## config.mk

```make
export PLATFORM = sky130hd
export DESIGN_NAME = nor_status_poller
export DESIGN_NICKNAME = d
export VERILOG_FILES = /design/src/rtl/nor_poll_pkg.sv /design/src/rtl/nor_read_timer.sv /design/src/rtl/nor_poll_judge.sv /design/src/rtl/nor_status_poller.sv
export SDC_FILE = /design/constraint.sdc
export NUM_CORES = 1
export LEC_CHECK = 0
export ABC_AREA = 1
export BUFFER_PORTS_ARGS = -buffer_cell sky130_fd_sc_hd__buf_2
export CAP_MARGIN = 20
export CORE_ASPECT_RATIO = 1.25
export CORE_MARGIN = 5
export CORE_UTILIZATION = 60
export CTS_CLUSTER_SIZE = 30
export DETAILED_ROUTE_END_ITERATION = 8
export GPL_ROUTABILITY_DRIVEN = 0
export PLACE_DENSITY = 0.91
export SLEW_MARGIN = 20
export SYNTH_ARGS = -nofsm -noshare
export SYNTH_HDL_FRONTEND = slang
export SYNTH_HIERARCHICAL = 1
export SYNTH_SLANG_ARGS = --single-unit
```

## constraint.sdc

```tcl
create_clock -name clk -period 4.47 [get_ports clk]
set_clock_uncertainty 0.15 [all_clocks]
set_input_delay 0.447 -clock clk [delete_from_list [all_inputs] [get_ports clk]]
set_output_delay 0.447 -clock clk [all_outputs]
set_load 0.02 [all_outputs]
```

## src/rtl/nor_poll_pkg.sv

```systemverilog
package nor_poll_pkg;

  typedef enum logic [2:0] {
    V_AGAIN,
    V_RETRY,
    V_CONFIRM,
    V_DONE,
    V_FAIL
  } verdict_e;

  typedef enum logic [1:0] {
    T_IDLE,
    T_SETUP,
    T_ACC,
    T_REC
  } rd_phase_e;

  typedef enum logic [1:0] {
    P_IDLE,
    P_ISSUE,
    P_WAIT
  } poll_phase_e;

  localparam int POLL_BIT   = 7;
  localparam int TOGGLE_BIT = 6;
  localparam int LIMIT_BIT  = 5;

  localparam logic MODE_DATA   = 1'b0;
  localparam logic MODE_TOGGLE = 1'b1;

  // bits needed for a down/up counter reaching the largest of three limits
  function automatic int cnt_bits(input int a, input int b, input int c);
    int m;
    m = a;
    if (b > m) m = b;
    if (c > m) m = c;
    return (m < 2) ? 1 : $clog2(m + 1);
  endfunction

  // data-bit method: polled bit has reached its final value
  function automatic logic bit_settled(input logic cur, input logic want);
    return cur == want;
  endfunction

  // toggle method: bit held still between two reads
  function automatic logic bit_stopped(input logic cur, input logic prev);
    return cur == prev;
  endfunction

endpackage

```

## src/rtl/nor_read_timer.sv

```systemverilog
module nor_read_timer
  import nor_poll_pkg::*;
#(
  parameter int DW        = 8,
  parameter int SETUP_CYC = 4,
  parameter int ACC_CYC   = 14,
  parameter int GAP_CYC   = 3
) (
  input  logic          clk,
  input  logic          rst_n,
  input  logic          req_i,
  output logic          ready_o,
  input  logic [DW-1:0] bus_i,
  output logic          oe_n_o,
  output logic          valid_o,
  output logic [DW-1:0] data_o
);

  localparam int CW  = cnt_bits(SETUP_CYC, ACC_CYC, GAP_CYC);
  localparam int LW  = $clog2(ACC_CYC + 2);
  localparam int HW  = $clog2(GAP_CYC + SETUP_CYC + 2) + 1;

  rd_phase_e     st;
  logic [CW-1:0] cnt;
  logic          last_setup, last_acc, last_rec;

  assign last_setup = (cnt == CW'(SETUP_CYC - 1));
  assign last_acc   = (cnt == CW'(ACC_CYC - 1));
  assign last_rec   = (cnt == CW'(GAP_CYC - 1));

  assign ready_o = (st == T_IDLE);
  assign oe_n_o  = (st != T_ACC);

  always_ff @(posedge clk) begin
    if (!rst_n) begin
      st      <= T_IDLE;
      cnt     <= '0;
      valid_o <= 1'b0;
      data_o  <= '0;
    end else begin
      valid_o <= 1'b0;
      case (st)
        T_IDLE: if (req_i) begin
          st  <= T_SETUP;
          cnt <= '0;
        end
        T_SETUP: if (last_setup) begin
          st  <= T_ACC;
          cnt <= '0;
        end else cnt <= cnt + 1'b1;
        T_ACC: if (last_acc) begin
          st      <= T_REC;
          cnt     <= '0;
          data_o  <= bus_i;
          valid_o <= 1'b1;
        end else cnt <= cnt + 1'b1;
        T_REC: if (last_rec) begin
          st  <= T_IDLE;
          cnt <= '0;
        end else cnt <= cnt + 1'b1;
        default: st <= T_IDLE;
      endcase
    end
  end

  // observation counters for the window checks
  logic [LW-1:0] lo_run;
  logic [HW-1:0] hi_run;

  always_ff @(posedge clk) begin
    if (!rst_n) begin
      lo_run <= '0;
      hi_run <= '1;
    end else if (!oe_n_o) begin
      lo_run <= lo_run + 1'b1;
      hi_run <= '0;
    end else begin
      lo_run <= '0;
      if (hi_run != '1) hi_run <= hi_run + 1'b1;
    end
  end


  acc_len_chk: assert property (@(posedge clk) disable iff (!rst_n)
    $rose(oe_n_o) |-> (lo_run == LW'(ACC_CYC)));


  gap_len_chk: assert property (@(posedge clk) disable iff (!rst_n)
    $fell(oe_n_o) |-> (hi_run >= HW'(GAP_CYC + SETUP_CYC)));


  sample_at_end_chk: assert property (@(posedge clk) disable iff (!rst_n)
    valid_o |-> $rose(oe_n_o));

endmodule

```

## src/rtl/nor_poll_judge.sv

```systemverilog
module nor_poll_judge
  import nor_poll_pkg::*;
#(
  parameter int DW = 8
) (
  input  logic          mode_i,
  input  logic          first_i,
  input  logic          retry_i,
  input  logic          confirm_i,
  input  logic [DW-1:0] cur_i,
  input  logic [DW-1:0] prev_i,
  input  logic [DW-1:0] want_i,
  output verdict_e      verdict_o
);

  logic settled, stopped, limit;

  assign settled = bit_settled(cur_i[POLL_BIT], want_i[POLL_BIT]);
  assign stopped = bit_stopped(cur_i[TOGGLE_BIT], prev_i[TOGGLE_BIT]);
  assign limit   = cur_i[LIMIT_BIT];

  always_comb begin
    verdict_o = V_AGAIN;
    if (confirm_i) begin
      verdict_o = (cur_i == want_i) ? V_DONE : V_FAIL;
    end else if (mode_i == MODE_DATA) begin
      if (settled)      verdict_o = V_DONE;
      else if (retry_i) verdict_o = V_FAIL;
      else if (limit)   verdict_o = V_RETRY;
      else              verdict_o = V_AGAIN;
    end else begin
      if (first_i)      verdict_o = V_AGAIN;
      else if (stopped) verdict_o = V_CONFIRM;
      else if (retry_i) verdict_o = V_FAIL;
      else if (limit)   verdict_o = V_RETRY;
      else              verdict_o = V_AGAIN;
    end
  end

endmodule

```

## src/rtl/nor_status_poller.sv

```systemverilog
module nor_status_poller
  import nor_poll_pkg::*;
#(
  parameter int DW          = 8,
  parameter int AW          = 20,
  parameter int SETUP_CYC   = 4,
  parameter int ACC_CYC     = 14,
  parameter int GAP_CYC     = 3,
  parameter int TIMEOUT_CYC = 100000
) (
  input  logic          clk,
  input  logic          rst_n,
  input  logic          start_i,
  input  logic          mode_i,
  input  logic [AW-1:0] addr_i,
  input  logic [DW-1:0] expect_i,
  input  logic [DW-1:0] rd_data_i,
  output logic          ce_n_o,
  output logic          oe_n_o,
  output logic [AW-1:0] addr_o,
  output logic          busy_o,
  output logic          done_o,
  output logic          fail_o,
  output logic          tmo_o
);

  localparam int TW = $clog2(TIMEOUT_CYC + 1);

  poll_phase_e   phase;
  logic          mode_q, first_q, retry_q, confirm_q;
  logic [AW-1:0] addr_q;
  logic [DW-1:0] want_q, prev_q;
  logic [TW-1:0] elapsed;

  // named internal events
  logic          rd_req, rd_ready, rd_valid, tmo_hit;
  logic [DW-1:0] rd_word;
  verdict_e      verdict;

  assign tmo_hit = (phase == P_ISSUE) && !confirm_q && (elapsed >= TW'(TIMEOUT_CYC));
  assign rd_req  = (phase == P_ISSUE) && !tmo_hit && rd_ready;
  assign busy_o  = (phase != P_IDLE);
  assign addr_o  = addr_q;

  nor_read_timer #(
    .DW(DW), .SETUP_CYC(SETUP_CYC), .ACC_CYC(ACC_CYC), .GAP_CYC(GAP_CYC)
  ) u_timer (
    .clk    (clk),
    .rst_n  (rst_n),
    .req_i  (rd_req),
    .ready_o(rd_ready),
    .bus_i  (rd_data_i),
    .oe_n_o (oe_n_o),
    .valid_o(rd_valid),
    .data_o (rd_word)
  );

  nor_poll_judge #(.DW(DW)) u_judge (
    .mode_i   (mode_q),
    .first_i  (first_q),
    .retry_i  (retry_q),
    .confirm_i(confirm_q),
    .cur_i    (rd_word),
    .prev_i   (prev_q),
    .want_i   (want_q),
    .verdict_o(verdict)
  );

  always_ff @(posedge clk) begin
    if (!rst_n) begin
      phase     <= P_IDLE;
      ce_n_o    <= 1'b1;
      mode_q    <= 1'b0;
      first_q   <= 1'b0;
      retry_q   <= 1'b0;
      confirm_q <= 1'b0;
      addr_q    <= '0;
      want_q    <= '0;
      prev_q    <= '0;
      elapsed   <= '0;
      done_o    <= 1'b0;
      fail_o    <= 1'b0;
      tmo_o     <= 1'b0;
    end else begin
      done_o <= 1'b0;
      fail_o <= 1'b0;
      tmo_o  <= 1'b0;
      if (phase != P_IDLE && elapsed < TW'(TIMEOUT_CYC)) elapsed <= elapsed + 1'b1;
      case (phase)
        P_IDLE: if (start_i) begin
          phase     <= P_ISSUE;
          ce_n_o    <= 1'b0;
          mode_q    <= mode_i;
          addr_q    <= addr_i;
          want_q    <= expect_i;
          first_q   <= 1'b1;
          retry_q   <= 1'b0;
          confirm_q <= 1'b0;
          elapsed   <= '0;
        end
        P_ISSUE: begin
          if (tmo_hit) begin
            tmo_o  <= 1'b1;
            ce_n_o <= 1'b1;
            phase  <= P_IDLE;
          end else if (rd_req) begin
            phase <= P_WAIT;
          end
        end
        P_WAIT: if (rd_valid) begin
          case (verdict)
            V_DONE: begin
              done_o <= 1'b1;
              ce_n_o <= 1'b1;
              phase  <= P_IDLE;
            end
            V_FAIL: begin
              fail_o <= 1'b1;
              ce_n_o <= 1'b1;
              phase  <= P_IDLE;
            end
            V_CONFIRM: begin
              confirm_q <= 1'b1;
              phase     <= P_ISSUE;
            end
            V_RETRY: begin
              retry_q <= 1'b1;
              first_q <= 1'b0;
              prev_q  <= rd_word;
              phase   <= P_ISSUE;
            end
            default: begin
              first_q <= 1'b0;
              prev_q  <= rd_word;
              phase   <= P_ISSUE;
            end
          endcase
        end
        default: phase <= P_IDLE;
      endcase
    end
  end


  oe_under_ce_chk: assert property (@(posedge clk) disable iff (!rst_n)
    !oe_n_o |-> !ce_n_o);


  addr_hold_chk: assert property (@(posedge clk) disable iff (!rst_n)
    (!oe_n_o && $past(!oe_n_o)) |-> $stable(addr_o));


  result_excl_chk: assert property (@(posedge clk) disable iff (!rst_n)
    $onehot0({done_o, fail_o, tmo_o}));


  result_ends_chk: assert property (@(posedge clk) disable iff (!rst_n)
    (done_o || fail_o || tmo_o) |-> (!busy_o && ce_n_o && $past(busy_o)));


  start_busy_chk: assert property (@(posedge clk) disable iff (!rst_n)
    (busy_o && start_i) |=> $stable(addr_o));


  reset_idle_chk: assert property (@(posedge clk)
    !rst_n |=> (!busy_o && ce_n_o && oe_n_o && !done_o && !fail_o && !tmo_o));

endmodule

```

After elaboration in Yosys (flattened, before gate mapping). Cells that the tools add are included.

Flip-flop bits (word level): 77. Bits of input ports: 40. Output and inout port bits: 26. Logic and storage cells: 122.

Add/subtract/negate cells: 2. Order comparisons: 2. Eq/ne operators: 28. Mux-type cells: 46. Bitwise operators: 1. Reduce and logical (&&, ||, !) cells: 26.

Operators by type and width (count): two-way mux 17 bit (3); two-way mux 3 bit (7); adder 17 x 1 -> 17 bit, second input constant (1); >= comparator 17 bit, second input constant (1); less-than comparator 17 bit, second input constant (1); two-way mux 1 bit (17); two-way mux 2 bit (8); two-way mux 4 bit (4); case mux 4 bit (4 select lines) (1); AND reduction 4 bit (4); != test 2 x 1 -> 1 bit, second input constant (6); != test 2 bit, second input constant (6); AND reduction 3 bit (3); equality test 4 x 2 -> 1 bit, second input constant (2); equality test 8 bit (1); case mux 2 bit (4 select lines) (1); AND reduction 2 bit (4); equality test 2 bit, second input constant (3); equality test 3 x 2 -> 1 bit, second input constant (2); case mux 1 bit (2 select lines) (3); case mux 2 bit (3 select lines) (1); logical AND 1 bit (5); AND reduction 5 bit (1); adder 4 x 1 -> 4 bit, second input constant (1); other kinds (14) (19).

Depth between registers and ports, before layout.
Depth in word-level cells: 11. Mapped depth: 17. Depth with buffers taken out: 17.

Modules after synthesis. The synthesis kept the hierarchy.

Modules (own cells, without submodules): nor_status_poller (times used 1, cells an instance 374, area each 2723.9 µm², seq. area each 1261.2 µm²); nor_read_timer (times used 1, cells an instance 113, area each 824.5 µm², seq. area each 300.3 µm²); nor_poll_judge (times used 1, cells an instance 60, area each 280.3 µm², seq. area each 0.0 µm²).

Least setup slack after synthesis. No wires, ideal clock.

Path kind: register to register. Start: register u_timer.data_o[5]. End: register prev_q[0]. Setup time: 65 ps. Arrival: 1624 ps. Required time: 4255 ps. Path slack: 2632 ps. Stages on the path, launching flop included: 17. Buffers on the path: 0. Period minus slack after synthesis: 1838 ps. Path through: dfxtp_1 -> inv_1 -> nand2_1 -> nand2_1 -> clkinv_1 -> nand2_2 -> nor2_2 -> nand2_2 -> nand2_1 -> inv_1 -> nor2_1 -> inv_1 -> nor2_1 -> nor3_4 -> inv_1 -> nor2_1 -> nor2_1.

Elaborated cells between the ends (all ways): 15. Those cells by class: 4 x eq/ne; 8 x mux; 1 x bitwise; 2 x reduce/logical.

RTL lines: start, declared (line nor_read_timer.sv:16) `output logic [DW-1:0] data_o`; start signal, assigned (line nor_read_timer.sv:54) `data_o <= bus_i;`; equality test 8 bit * (line nor_poll_judge.sv:25) `verdict_o = (cur_i == want_i) ? V_DONE : V_FAIL;`; two-way mux 3 bit * (line nor_poll_judge.sv:25); two-way mux 3 bit * (line nor_poll_judge.sv:24) `if (confirm_i) begin`; via verdict[2] (line nor_status_poller.sv:38) `verdict_e verdict;`; equality test 3 bit / equality test 3 x 2 -> 1 bit (equally long branches) (line nor_status_poller.sv:111) `case (verdict)`; OR reduction 3 bit (no line) *; inverter 1 bit (no line) *; AND reduction 3 bit (no line) *; end signal, assigned (line nor_status_poller.sv:129) `prev_q <= rd_word;`; end signal, assigned (line nor_status_poller.sv:134) `prev_q <= rd_word;`; end, declared (line nor_status_poller.sv:32) `logic [DW-1:0] want_q, prev_q;`.

Mark *: on every way through the listed nets, which the timed path passes. The rest lies on a longest branch. A chain may end at the register's enable or synchronous reset.

Worst setup path after layout.
Start: register phase[0]. End: register addr_q[17], in the netlist addr_o[17].

Word-level cells in the longest chain between the ends: 2.

RTL lines: start, declared (line nor_status_poller.sv:29) `poll_phase_e phase;`; start signal, assigned (line nor_status_poller.sv:71) `phase <= P_IDLE;`; start signal, assigned (line nor_status_poller.sv:91) `phase <= P_ISSUE;`; start signal, assigned (line nor_status_poller.sv:105) `phase <= P_IDLE;`; zero test 2 bit (line nor_status_poller.sv:89) `case (phase)`; AND reduction 2 bit (no line); end signal, assigned (line nor_status_poller.sv:94) `addr_q <= addr_i;`; end, declared (line nor_status_poller.sv:31) `logic [AW-1:0] addr_q;`.

Every way passes these cells.

==> run summary <==
After detailed routing, the total wire length is 7.98 mm. The number of maximum-capacitance constraint violations came out at 0. The first global-routing pass estimated 13.7 mm of wire. The critical path arrival is 2.66 ns.

The worst relative slew slack came out at 41.3%. The clock period minus final worst setup slack is 2.57 ns. The placed instances occupy a cell area of 0.00394 mm2.

The number of vias per cell after detailed routing came out at 5.17. The critical path goes through inv_1, ha_1, nand2_1, inv_1, nor2_1, nor2_1. The iteration-0 DRC count of the detailed router is 178. The number of endpoints failing setup at the final stage came out at 0. The worst min-delay path class is in2reg.

The number of placed instances, taps included, is 636. The analysis attributes to cell leakage a power of 1.90 nW. The maximum clock path buffer count is 2. The worst setup slack before clock tree synthesis came out at 1.94 ns. The initial antenna violation count is 0. The vertical die dimension came out at 96.6 um. The worst hold slack is 0.172 ns. Total power for the finished layout comes to 2.30 mW. The startpoint class of the critical path is a flip-flop. The finished layout cell area is 0.00412 mm2.

The critical path data required time came out at 4.56 ns. The area growth from synthesis to final layout is 14.5%. The post-CTS resize count is 0.

The detailed-route via count is 3368. The layer with the highest usage after global routing is met2. The synthesized netlist occupies a cell area of 0.00360 mm2. The cell chosen for the clock root is sky130_fd_sc_hd__clkbuf_8. The average instance area after synthesis came out at 6.94 um2. The count of unresolved DRC violations after routing is 0.

The hold buffer count at CTS is 0. The number of clock sinks came out at 71. The mean routed wirelength per cell came out at 12.2 um. The met1 track demand over resource in global routing is 23.4%. The standard-cell row count came out at 31.

The number of global-route vias before repair is 3389. The source-to-sink clock delay at the later pin of the worst-skew pair is 0.35 ns. From left edge to right edge, the die measures 79.3 um.

The TritonCTS clock tree is built. The antenna diode count came out at 0. The number of nets handed over by synthesis was 573. The half-perimeter wire length after placement is 5.87 mm. The final cell count without fillers came out at 652. The count of input and output buffers is 65. The full die area is 0.00766 mm2. The largest single stage delay on the critical path is 0.65 ns. The clock-pin slew of the registers on the worst-case setup and hold paths is 0.08 ns.

The global routing usage on met3 is 6.13%. After layout, the worst setup slack is 1.90 ns. The number of top-level pins came out at 66. The synthesized netlist cell count is 519.

The type of element capturing the critical path is a flip-flop. Setup repair after global routing left no endpoint under its margin. The worst path uses 57.5% of the clock period. The worst-margin pin slew came out at 0.878 ns. At the end of the flow the core is filled with cells to 70.8%. Fill cells in the final layout number 452. The peak supply drop is 0.439 mV.

Together, buffers and inverters on the worst path number 2. The flow ran to the end, and the final reports show no timing, DRC or antenna violations. Entering global routing, the biggest net connects 49 pins. The all-layer global routing usage came out at 21.9%. The startpoint-to-endpoint class of the critical path is reg2reg. Once detail routing completed, the nets flagged for antenna violations numbered 0. The maximum operating frequency is 389 MHz. The maximum level of the CTS H-tree came out at 3.

The cell family contributing the most delay on the critical path is simple AND/OR/NAND/NOR gates. The number of pins exceeding their max-slew limit in the final report came out at 0. For this design, the slowest cell found on the critical path is sky130_fd_sc_hd__nand2_1.

The total of warnings raised by yosys is 6. The number of nets at the end of the flow came out at 635. For this configuration, the core starts out at a cell density of 61.9%. The post-route setup TNS came out at 0 ns. The largest driver fanout on the critical path came out at 33. The number of endpoints with negative hold slack in the final report is 0. Counting the buffers created by CTS gives 9. The met2 track demand over resource in global routing is 38.2%.

The number of setup buffers added after CTS is 0. After global routing the overflow that remains totals 0. The count of TritonRoute iterations in the first routing pass is 4. In this run the power density over the cells is 559 mW/mm2. The area of the core is 0.00582 mm2. The share of final-layout standard cells stronger than drive strength 1 is 18.9%.
layout by cell type (no fill, tap or decap), types with 14 or more instances in the layout:
cell type,count
sky130_fd_sc_hd__nor2_1,122
sky130_fd_sc_hd__a21oi_1,14
sky130_fd_sc_hd__nand2_1,93
sky130_fd_sc_hd__nand3_1,22
sky130_fd_sc_hd__buf_2,65
sky130_fd_sc_hd__o21ai_0,39
sky130_fd_sc_hd__dfxtp_1,71
sky130_fd_sc_hd__inv_1,57
sky130_fd_sc_hd__ha_1,14
worst min-delay path: stages:
cell and delay (ns):
sky130_fd_sc_hd__buf_2 0.07, sky130_fd_sc_hd__nor2_1 0.03, sky130_fd_sc_hd__nor2_1 0.08
report_power, final:
part / switching [mW] / internal, mW / total (mW)
logic: 0.636 / 0.329 / 0.965
registers: 0.109 / 0.761 / 0.870
clock network: 0.250 / 0.218 / 0.468
final timing paths:
check / startpoint / end / slack [ns] / cells after the start
hold / removal: rd_data_i[6] / u_timer/data_o[6] / 0.17 / 3
setup reg to reg: phase[0] / addr_o[17] / 1.90 / 6
setup / recovery: phase[0] / addr_o[17] / 1.90 / 6
hold reg to reg: elapsed[16] / elapsed[16] / 0.30 / 2
final cells by class:
| cell class | instances | area (um2) | share of cell area (%) |
|---|---|---|---|
| tap | 66 | 82.6 | 2.00 |
| clock buffer | 10 | 138 | 3.34 |
| multi-input combinational | 373 | 1880 | 45.6 |
| inverter | 61 | 229 | 5.56 |
| timing repair buffer | 65 | 325 | 7.89 |
| sequential | 71 | 1420 | 34.5 |
| clock inverter | 6 | 45.0 | 1.09 |
flip-flops by register name (all words and copies together), names as in the netlist, 2 cells and up:
register	count
addr_o	20
elapsed	17
u_timer/data_o	8
want_q	8
u_timer/cnt	4
phase	2
u_timer/st	2
layer usage:
layer  up-vias  routed length, um
met1      1500               3240
met4         0                216
met2       102               3990
li1       1746                  -
met5         -                  0
met3        20                533
Note: power is estimated with default switching activity, not from simulation.
